## src/rtl/gpio5_pkg.sv

```systemverilog
package gpio5_pkg;
  localparam int N_PINS  = 5;
  localparam int N_CS    = 4;
  localparam int DW      = 8;
  localparam int AW      = 2;

  typedef enum logic [AW-1:0] {
    ADDR_DIR  = 2'd0,
    ADDR_DATA = 2'd1,
    ADDR_PIN  = 2'd2,
    ADDR_NONE = 2'd3
  } gpio_addr_e;
endpackage

```

## src/rtl/gpio5_sync.sv

```systemverilog
module gpio5_sync #(
  parameter int WIDTH  = 5,
  parameter int STAGES = 2
) (
  input  logic             clk_i,
  input  logic             rst_ni,
  input  logic [WIDTH-1:0] d_i,
  output logic [WIDTH-1:0] q_o
);
  logic [WIDTH-1:0] stage_q [STAGES];

  always_ff @(posedge clk_i or negedge rst_ni) begin
    if (!rst_ni) begin
      for (int s = 0; s < STAGES; s++) stage_q[s] <= '0;
    end else begin
      stage_q[0] <= d_i;
      for (int s = 1; s < STAGES; s++) stage_q[s] <= stage_q[s-1];
    end
  end

  assign q_o = stage_q[STAGES-1];

  generate
    if (STAGES == 2) begin : g_chk
      logic [1:0] age_q;
      always_ff @(posedge clk_i or negedge rst_ni) begin
        if (!rst_ni) age_q <= '0;
        else if (age_q != 2'd2) age_q <= age_q + 2'd1;
      end
      // output is the input from two edges ago
      assert_sync_lat_R7: assert property (@(posedge clk_i) disable iff (!rst_ni)
        (age_q == 2'd2) |-> (q_o == $past(d_i, 2)));
    end
  endgenerate
endmodule

```

## src/rtl/gpio5_regs.sv

```systemverilog
module gpio5_regs
  import gpio5_pkg::*;
(
  input  logic              clk_i,
  input  logic              rst_ni,
  input  logic              hw_stby_i,
  input  logic              hold_i,
  input  logic              we_i,
  input  gpio_addr_e        addr_i,
  input  logic [N_PINS-1:0] wdata_i,
  output logic [N_PINS-1:0] dir_o,
  output logic [N_PINS-1:0] data_o
);
  logic [N_PINS-1:0] dir_q, data_q;
  logic              wr_ok;

  assign wr_ok = we_i && !hold_i && !hw_stby_i;

  always_ff @(posedge clk_i or negedge rst_ni) begin
    if (!rst_ni) begin
      dir_q  <= '0;
      data_q <= '0;
    end else if (hw_stby_i) begin
      dir_q  <= '0;
      data_q <= '0;
    end else if (wr_ok) begin
      unique case (addr_i)
        ADDR_DIR:  dir_q  <= wdata_i;
        ADDR_DATA: data_q <= wdata_i;
        default: ;
      endcase
    end
  end

  assign dir_o  = dir_q;
  assign data_o = data_q;

  assert_hw_clear_R3: assert property (@(posedge clk_i) disable iff (!rst_ni)
    hw_stby_i |=> (dir_q == '0) && (data_q == '0));
  assert_hold_R4: assert property (@(posedge clk_i) disable iff (!rst_ni)
    (hold_i && !hw_stby_i) |=> $stable(dir_q) && $stable(data_q));
  assert_pin_wr_R5: assert property (@(posedge clk_i) disable iff (!rst_ni)
    (we_i && addr_i == ADDR_PIN && !hw_stby_i) |=> $stable(dir_q) && $stable(data_q));
  assert_data_wr_R2: assert property (@(posedge clk_i) disable iff (!rst_ni)
    (wr_ok && addr_i == ADDR_DATA) |=> (data_q == $past(wdata_i)));
endmodule

```

## src/rtl/gpio5_pinmux.sv

```systemverilog
module gpio5_pinmux
  import gpio5_pkg::*;
(
  input  logic              clk_i,
  input  logic              rst_ni,
  input  logic              mode_ext_i,
  input  logic              dram_en_i,
  input  logic [N_PINS-1:0] dir_i,
  input  logic [N_PINS-1:0] data_i,
  input  logic [N_PINS-1:0] alt_i,
  output logic [N_PINS-1:0] pin_o,
  output logic [N_PINS-1:0] pin_oe_o
);
  localparam int CAS_IDX = N_PINS - 1;

  logic [N_PINS-1:0] take_alt;

  for (genvar i = 0; i < N_PINS; i++) begin : g_pin
    if (i < N_CS) begin : g_cs
      assign take_alt[i] = mode_ext_i & dir_i[i];
    end else if (i == CAS_IDX) begin : g_cas
      assign take_alt[i] = mode_ext_i & dram_en_i;
    end else begin : g_plain
      assign take_alt[i] = 1'b0;
    end
    assign pin_oe_o[i] = take_alt[i] | dir_i[i];
    assign pin_o[i]    = take_alt[i] ? alt_i[i] : data_i[i];
  end

  assert_single_R8: assert property (@(posedge clk_i) disable iff (!rst_ni)
    !mode_ext_i |-> (pin_oe_o == dir_i) && (pin_o == data_i));
  assert_cs_oe_R9: assert property (@(posedge clk_i) disable iff (!rst_ni)
    mode_ext_i |-> (pin_oe_o[N_CS-1:0] == dir_i[N_CS-1:0]));
  assert_cas_R10: assert property (@(posedge clk_i) disable iff (!rst_ni)
    (mode_ext_i && dram_en_i) |-> pin_oe_o[CAS_IDX] && (pin_o[CAS_IDX] == alt_i[CAS_IDX]));
endmodule

```

## src/rtl/gpio5_port.sv

```systemverilog
module gpio5_port
  import gpio5_pkg::*;
(
  input  logic              clk_i,
  input  logic              rst_ni,
  input  logic              man_rst_i,
  input  logic              sw_stby_i,
  input  logic              hw_stby_i,
  input  logic              mode_ext_i,
  input  logic              dram_en_i,
  input  logic              reg_we_i,
  input  logic [AW-1:0]     reg_addr_i,
  input  logic [DW-1:0]     reg_wdata_i,
  output logic [DW-1:0]     reg_rdata_o,
  input  logic [N_PINS-1:0] alt_i,
  input  logic [N_PINS-1:0] pin_i,
  output logic [N_PINS-1:0] pin_o,
  output logic [N_PINS-1:0] pin_oe_o
);
  gpio_addr_e        addr;
  logic [N_PINS-1:0] dir, data, pin_sync, pin_view;
  logic              unused_wdata;

  assign addr         = gpio_addr_e'(reg_addr_i);
  assign unused_wdata = ^reg_wdata_i[DW-1:N_PINS];

  gpio5_regs i_regs (
    .clk_i     (clk_i),
    .rst_ni    (rst_ni),
    .hw_stby_i (hw_stby_i),
    .hold_i    (man_rst_i | sw_stby_i),
    .we_i      (reg_we_i),
    .addr_i    (addr),
    .wdata_i   (reg_wdata_i[N_PINS-1:0]),
    .dir_o     (dir),
    .data_o    (data)
  );

  gpio5_sync #(.WIDTH(N_PINS), .STAGES(2)) i_sync (
    .clk_i  (clk_i),
    .rst_ni (rst_ni),
    .d_i    (pin_i),
    .q_o    (pin_sync)
  );

  gpio5_pinmux i_mux (
    .clk_i      (clk_i),
    .rst_ni     (rst_ni),
    .mode_ext_i (mode_ext_i),
    .dram_en_i  (dram_en_i),
    .dir_i      (dir),
    .data_i     (data),
    .alt_i      (alt_i),
    .pin_o      (pin_o),
    .pin_oe_o   (pin_oe_o)
  );

  assign pin_view = (dir & data) | (~dir & pin_sync);

  always_comb begin
    reg_rdata_o = '0;
    unique case (addr)
      ADDR_DIR:  reg_rdata_o[N_PINS-1:0] = dir;
      ADDR_DATA: reg_rdata_o[N_PINS-1:0] = data;
      ADDR_PIN:  reg_rdata_o[N_PINS-1:0] = pin_view;
      default:   reg_rdata_o = '0;
    endcase
  end

  assert_rsv_R6: assert property (@(posedge clk_i) disable iff (!rst_ni)
    reg_rdata_o[DW-1:N_PINS] == '0);
  assert_out_pin_R6: assert property (@(posedge clk_i) disable iff (!rst_ni)
    (addr == ADDR_PIN) |-> ((reg_rdata_o[N_PINS-1:0] & dir) == (data & dir)));
endmodule

```

## config.mk

```make
export PLATFORM = sky130hd
export DESIGN_NAME = gpio5_port
export DESIGN_NICKNAME = d
export VERILOG_FILES = /design/src/rtl/gpio5_pkg.sv /design/src/rtl/gpio5_sync.sv /design/src/rtl/gpio5_regs.sv /design/src/rtl/gpio5_pinmux.sv /design/src/rtl/gpio5_port.sv
export SDC_FILE = /design/constraint.sdc
export NUM_CORES = 1
export LEC_CHECK = 0
export CORE_UTILIZATION = 50
export CTS_CLUSTER_SIZE = 8
export DETAILED_ROUTE_END_ITERATION = 7
export DONT_BUFFER_PORTS = 1
export SETUP_SLACK_MARGIN = 0.4
export SYNTH_ARGS = -nofsm -noshare
export SYNTH_HDL_FRONTEND = slang
export SYNTH_SLANG_ARGS = --single-unit
```

## constraint.sdc

```tcl
create_clock -name clk_i -period 1.2 [get_ports clk_i]
set_input_delay 0.18 -clock clk_i [delete_from_list [all_inputs] [get_ports clk_i]]
set_output_delay 0.18 -clock clk_i [all_outputs]
set_load 0.05 [all_outputs]
```

# == After elaboration in Yosys (flattened, before gate mapping) ==
# Index checks and enable logic that the tools add are counted.
# totals
regBits,20
input_bits,28
word_cells,43
# classes
eq_ne,2
muxes,12
bitwise_logic,15
n_reduce_logical,10
# op_table
operator,n
5-bit 2-to-1 mux,6
5-bit case mux with 3 select lines,1
5-bit bitwise AND,2
1-bit OR,6
2-bit nonzero test,3
1-bit bitwise AND,5
1-bit 2-to-1 mux,5
5-bit NOT,1
5-bit OR,1
2-bit AND reduction,2
2-bit by 1-bit equality test with 1-bit output (second input constant),1
2-bit equality test (second input constant),1
1-bit logical AND,2
1-bit logical NOT,2
2-bit logical NOT,1

# == Logic depth before layout (Yosys ltp) ==
# logic_depth
depth_word,6
depth_mapped,4

# == Cells and area by module ==
# A second synthesis with hierarchy kept.
# hier_totals
cells_unflattened,99
area_unflattened_um2,1128.6
# by_module_without_submodules
module,instances,cells_each,area_each_um2,seq_area_each_um2
gpio5_regs,1,40,488.0,250.2
gpio5_sync,1,15,287.8,250.2
gpio5_port,1,29,236.5,0.0
gpio5_pinmux,1,15,116.4,0.0

# == Worst setup path after synthesis ==
# Ideal clock, no wire load.
# synth_path
kind,reg-to-output
start,"register i_regs.dir_q[0], in the netlist i_regs.dir_o[0]"
end,output reg_rdata_o[0]
arrival_ns,1.406
t_required_ns,1.020
slack_ns,-0.386
path_stages_with_launch,4
n_path_buf,0
cell_sequence,dfrtp_1 -> and3b_1 -> a21oi_1 -> o22ai_1
# synth_via
elab_chain_len,4
word_cells_on_any_way,5
# synth_rtl
element,line,text
"start, declared",gpio5_regs.sv:14,"logic [N_PINS-1:0] dir_q, data_q;"
"start signal, assigned",gpio5_regs.sv:28,ADDR_DIR: dir_q <= wdata_i;
5-bit NOT,gpio5_port.sv:58,assign pin_view = (dir & data) | (~dir & pin_sync);
5-bit bitwise AND,gpio5_port.sv:58,
5-bit OR,gpio5_port.sv:58,
5-bit case mux with 3 select lines *,gpio5_port.sv:62,unique case (addr)
"end, declared",gpio5_port.sv:14,"output logic [DW-1:0] reg_rdata_o,"
# Mark *: on every way between the ends. The rest lies on a longest branch, timed or not.

# == Worst setup path in the final report ==
# layout_path
start,"register i_regs.dir_q[4], in the netlist i_regs.dir_o[4]"
end,output reg_rdata_o[4]
# The elaborated chain is that of the path after synthesis.

==> qor.csv <==
metric,value,unit
rows,16,
crit_required,1.02,ns
fin_crit,1.56,ns
ir_drop,0.891,mV
hold_class,in2async,
initial_core_util,52.7,%
max_freq,0.641,GHz
wl,2190,um
drt_first_iter_violations,11,
critPathMaxFanout,4,
worst_pin_slew,0.859,ns
drv_cap,0,
status,finished with violations,
setup_slack,-0.359,ns
portBuffers,0,
rr_endpoint,i_regs.dir_o[1],
multi_input_area,623,um^2
dieArea,0.00225,mm^2
cp-start-kind,flip-flop,
final_area,0.00153,mm^2
dpl.hpwl,1280,um
r2r_start,i_regs.dir_o[1],
p_leak,0.702,nW
rsz0062_at_grt,yes,
p_sw_share,25.2,%
syn_area_per_cell,11.1,um^2
grt_pass1_vias,693,
dp.cells,123,
area_delta_synth_final,47.7,%
final_core_util,77.8,%
slew_violations,0,
clkLatencyLatePin,0.29,ns
layout.area.seq,503,um^2
clk_pin_slew,0.11,ns
yosys_warnings,0,
num_vias,749,
reg2reg_depth,4,
fp.dieH,47.5,um
hold_viol_final,20,
power.internal,0.984,mW
htree_levels,1,
yosys_register_bits,20,
whs,-0.0213,ns
place.gp.congestion,0.676,
final_cells,141,
grt.total_usage,20.7,%
drc_errors,0,
antenna_found_initial,0,
fin_skew,0.0000625,ns
p_per_area,862,mW/mm^2
clkPwrFrac,28.4,%
antenna_cells,0,
clock-sinks,20,
ioPinCount,46,
die-width,47.5,um
cts_buffers,3,
cts.path.max_buffers,2,
total_power,1.32,mW
min_period_over_period,130,%
endpoint_kind,output port,
p_switching,0.331,mW
dr.pass1.iters,4,
core-area,0.00196,mm^2
drive_gt1_share,43.9,%
worstPathArrival,1.38,ns
max_slew_margin,42.7,%
ant_nets,0,
placed_cell_area,0.00124,mm^2
failed_checks,"negative hold slack, negative setup slack",
grt_max_degree,21,
seqPwrFrac,53.5,%
viasPerCell,5.31,
place_ws,-0.148,ns
rrSetupSlack,0.15,ns
ys_types,21,
filler_cell_count,117,
cts_tree,yes,
seq_area_frac_synth,48.4,%
combPwrFrac,18.1,%
setup_violations,14,
routedWlPerCell,15.5,um
gr-total-overflow,0,
synthCells,93,
nets,143,
grt_pass1_wl,3110,um
crit_type,reg2out,
finalSetupTns,-3.07,ns
clockRootBuffer,clkbuf_4,
syn_area,0.00103,mm^2
layout by cell type (no fill, tap or decap), types with 4 or more instances in the layout:
cell type / n
nand2b_1: 10
buf_12: 4
dfrtp_1: 18
buf_6: 10
o22ai_4: 4
dlygate4sd3_1: 5
or2b_1: 5
mux2_4: 5
mux2i_1: 14
cell type report:
type                    count  share of cell area (%)
repair buffers             26                    21.1
inverters                   2                   0.492
clock buffers               4                    2.38
well taps                  27                    2.21
flip-flops and latches     20                    33.0
multi-input cells          62                    40.8
worst max-delay path: stages, from the launching register on:
cell and delay [ns]:
dfrtp_1 0.43, and3b_2 0.29, a21oi_4 0.04, o22ai_4 0.17
buf_12 0.16
cell families after synthesis:
| kind of cell | after synthesis | share of synthesized area, % |
|---|---|---|
| simple gates | 29 | 18.9 |
| mux | 20 | 20.0 |
| compound gates | 10 | 5.69 |
| other cells | 1 | 0.363 |
| flops | 20 | 48.4 |
| buf+inv | 13 | 6.66 |
sequential cells by signal, indices dropped and copies added, names as in the netlist:
register,count
i_sync.stage_q,5
i_regs.data_o,5
i_sync.q_o,5
i_regs.dir_o,5
per-layer routing:
| layer | up-vias | global-route usage, % | share of wire [%] |
|---|---|---|---|
| li1 | 348 | - | - |
| met1 | 365 | 26.8 | 42 |
| met2 | 34 | 35.1 | 51 |
| met3 | 2 | 3.77 | 6.1 |
| met4 | 0 | 6.86 | 0.55 |
| met5 | - | 0 | 0 |
cell usage after synthesis:
cell	n	share of area, %
a21oi_1	4	1.9
a22o_1	1	0.85
and3b_1	4	3.4
buf_2	1	0.48
buf_4	3	2.2
buf_6	1	1.1
clkbuf_1	6	2.2
conb_1	1	0.36
dfrtp_1	20	48
inv_1	2	0.73
mux2_2	5	5.4
mux2i_1	15	15
nand2_1	5	1.8
nand2b_1	11	6.7
nand3b_1	1	0.73
nor3b_2	1	1.2
o21ai_0	1	0.48
o22ai_1	4	2.4
or2b_1	5	3.6
or3_1	1	0.61
or3b_1	1	0.85
worst max path at each step:
stage	to	cells past startpoint	slack [ns]	start
floorplan	i_regs.dir_o[0]	4	-0.05	sw_stby_i
global placement	i_regs.dir_o[2]	3	-0.14	sw_stby_i
detailed placement	i_regs.dir_o[0]	3	-0.15	sw_stby_i
CTS	reg_rdata_o[0]	4	-0.36	i_regs.dir_o[0]
global route	reg_rdata_o[0]	4	-0.43	i_regs.dir_o[0]
finish	reg_rdata_o[4]	4	-0.36	i_regs.dir_o[4]
power by group through the flow:
| stage | registers [mW] | logic, mW | clock network (mW) |
|---|---|---|---|
| after floorplan | 0.714 | 0.184 | 0 |
| after global placement | 0.715 | 0.188 | 0 |
| after detailed placement | 0.716 | 0.190 | 0 |
| after CTS | 0.703 | 0.228 | 0.390 |
| after global routing | 0.707 | 0.252 | 0.430 |
| final | 0.703 | 0.239 | 0.374 |
what timing repair did:
action	4_1_cts	5_1_grt
gates resized for setup	18	17
hold buffers	6	0
endpoints found under the hold margin	25	0
buffers inserted	2	6
endpoints found under the setup margin	25	45
pin swaps	2	1
(Power assumes the default switching activity.)
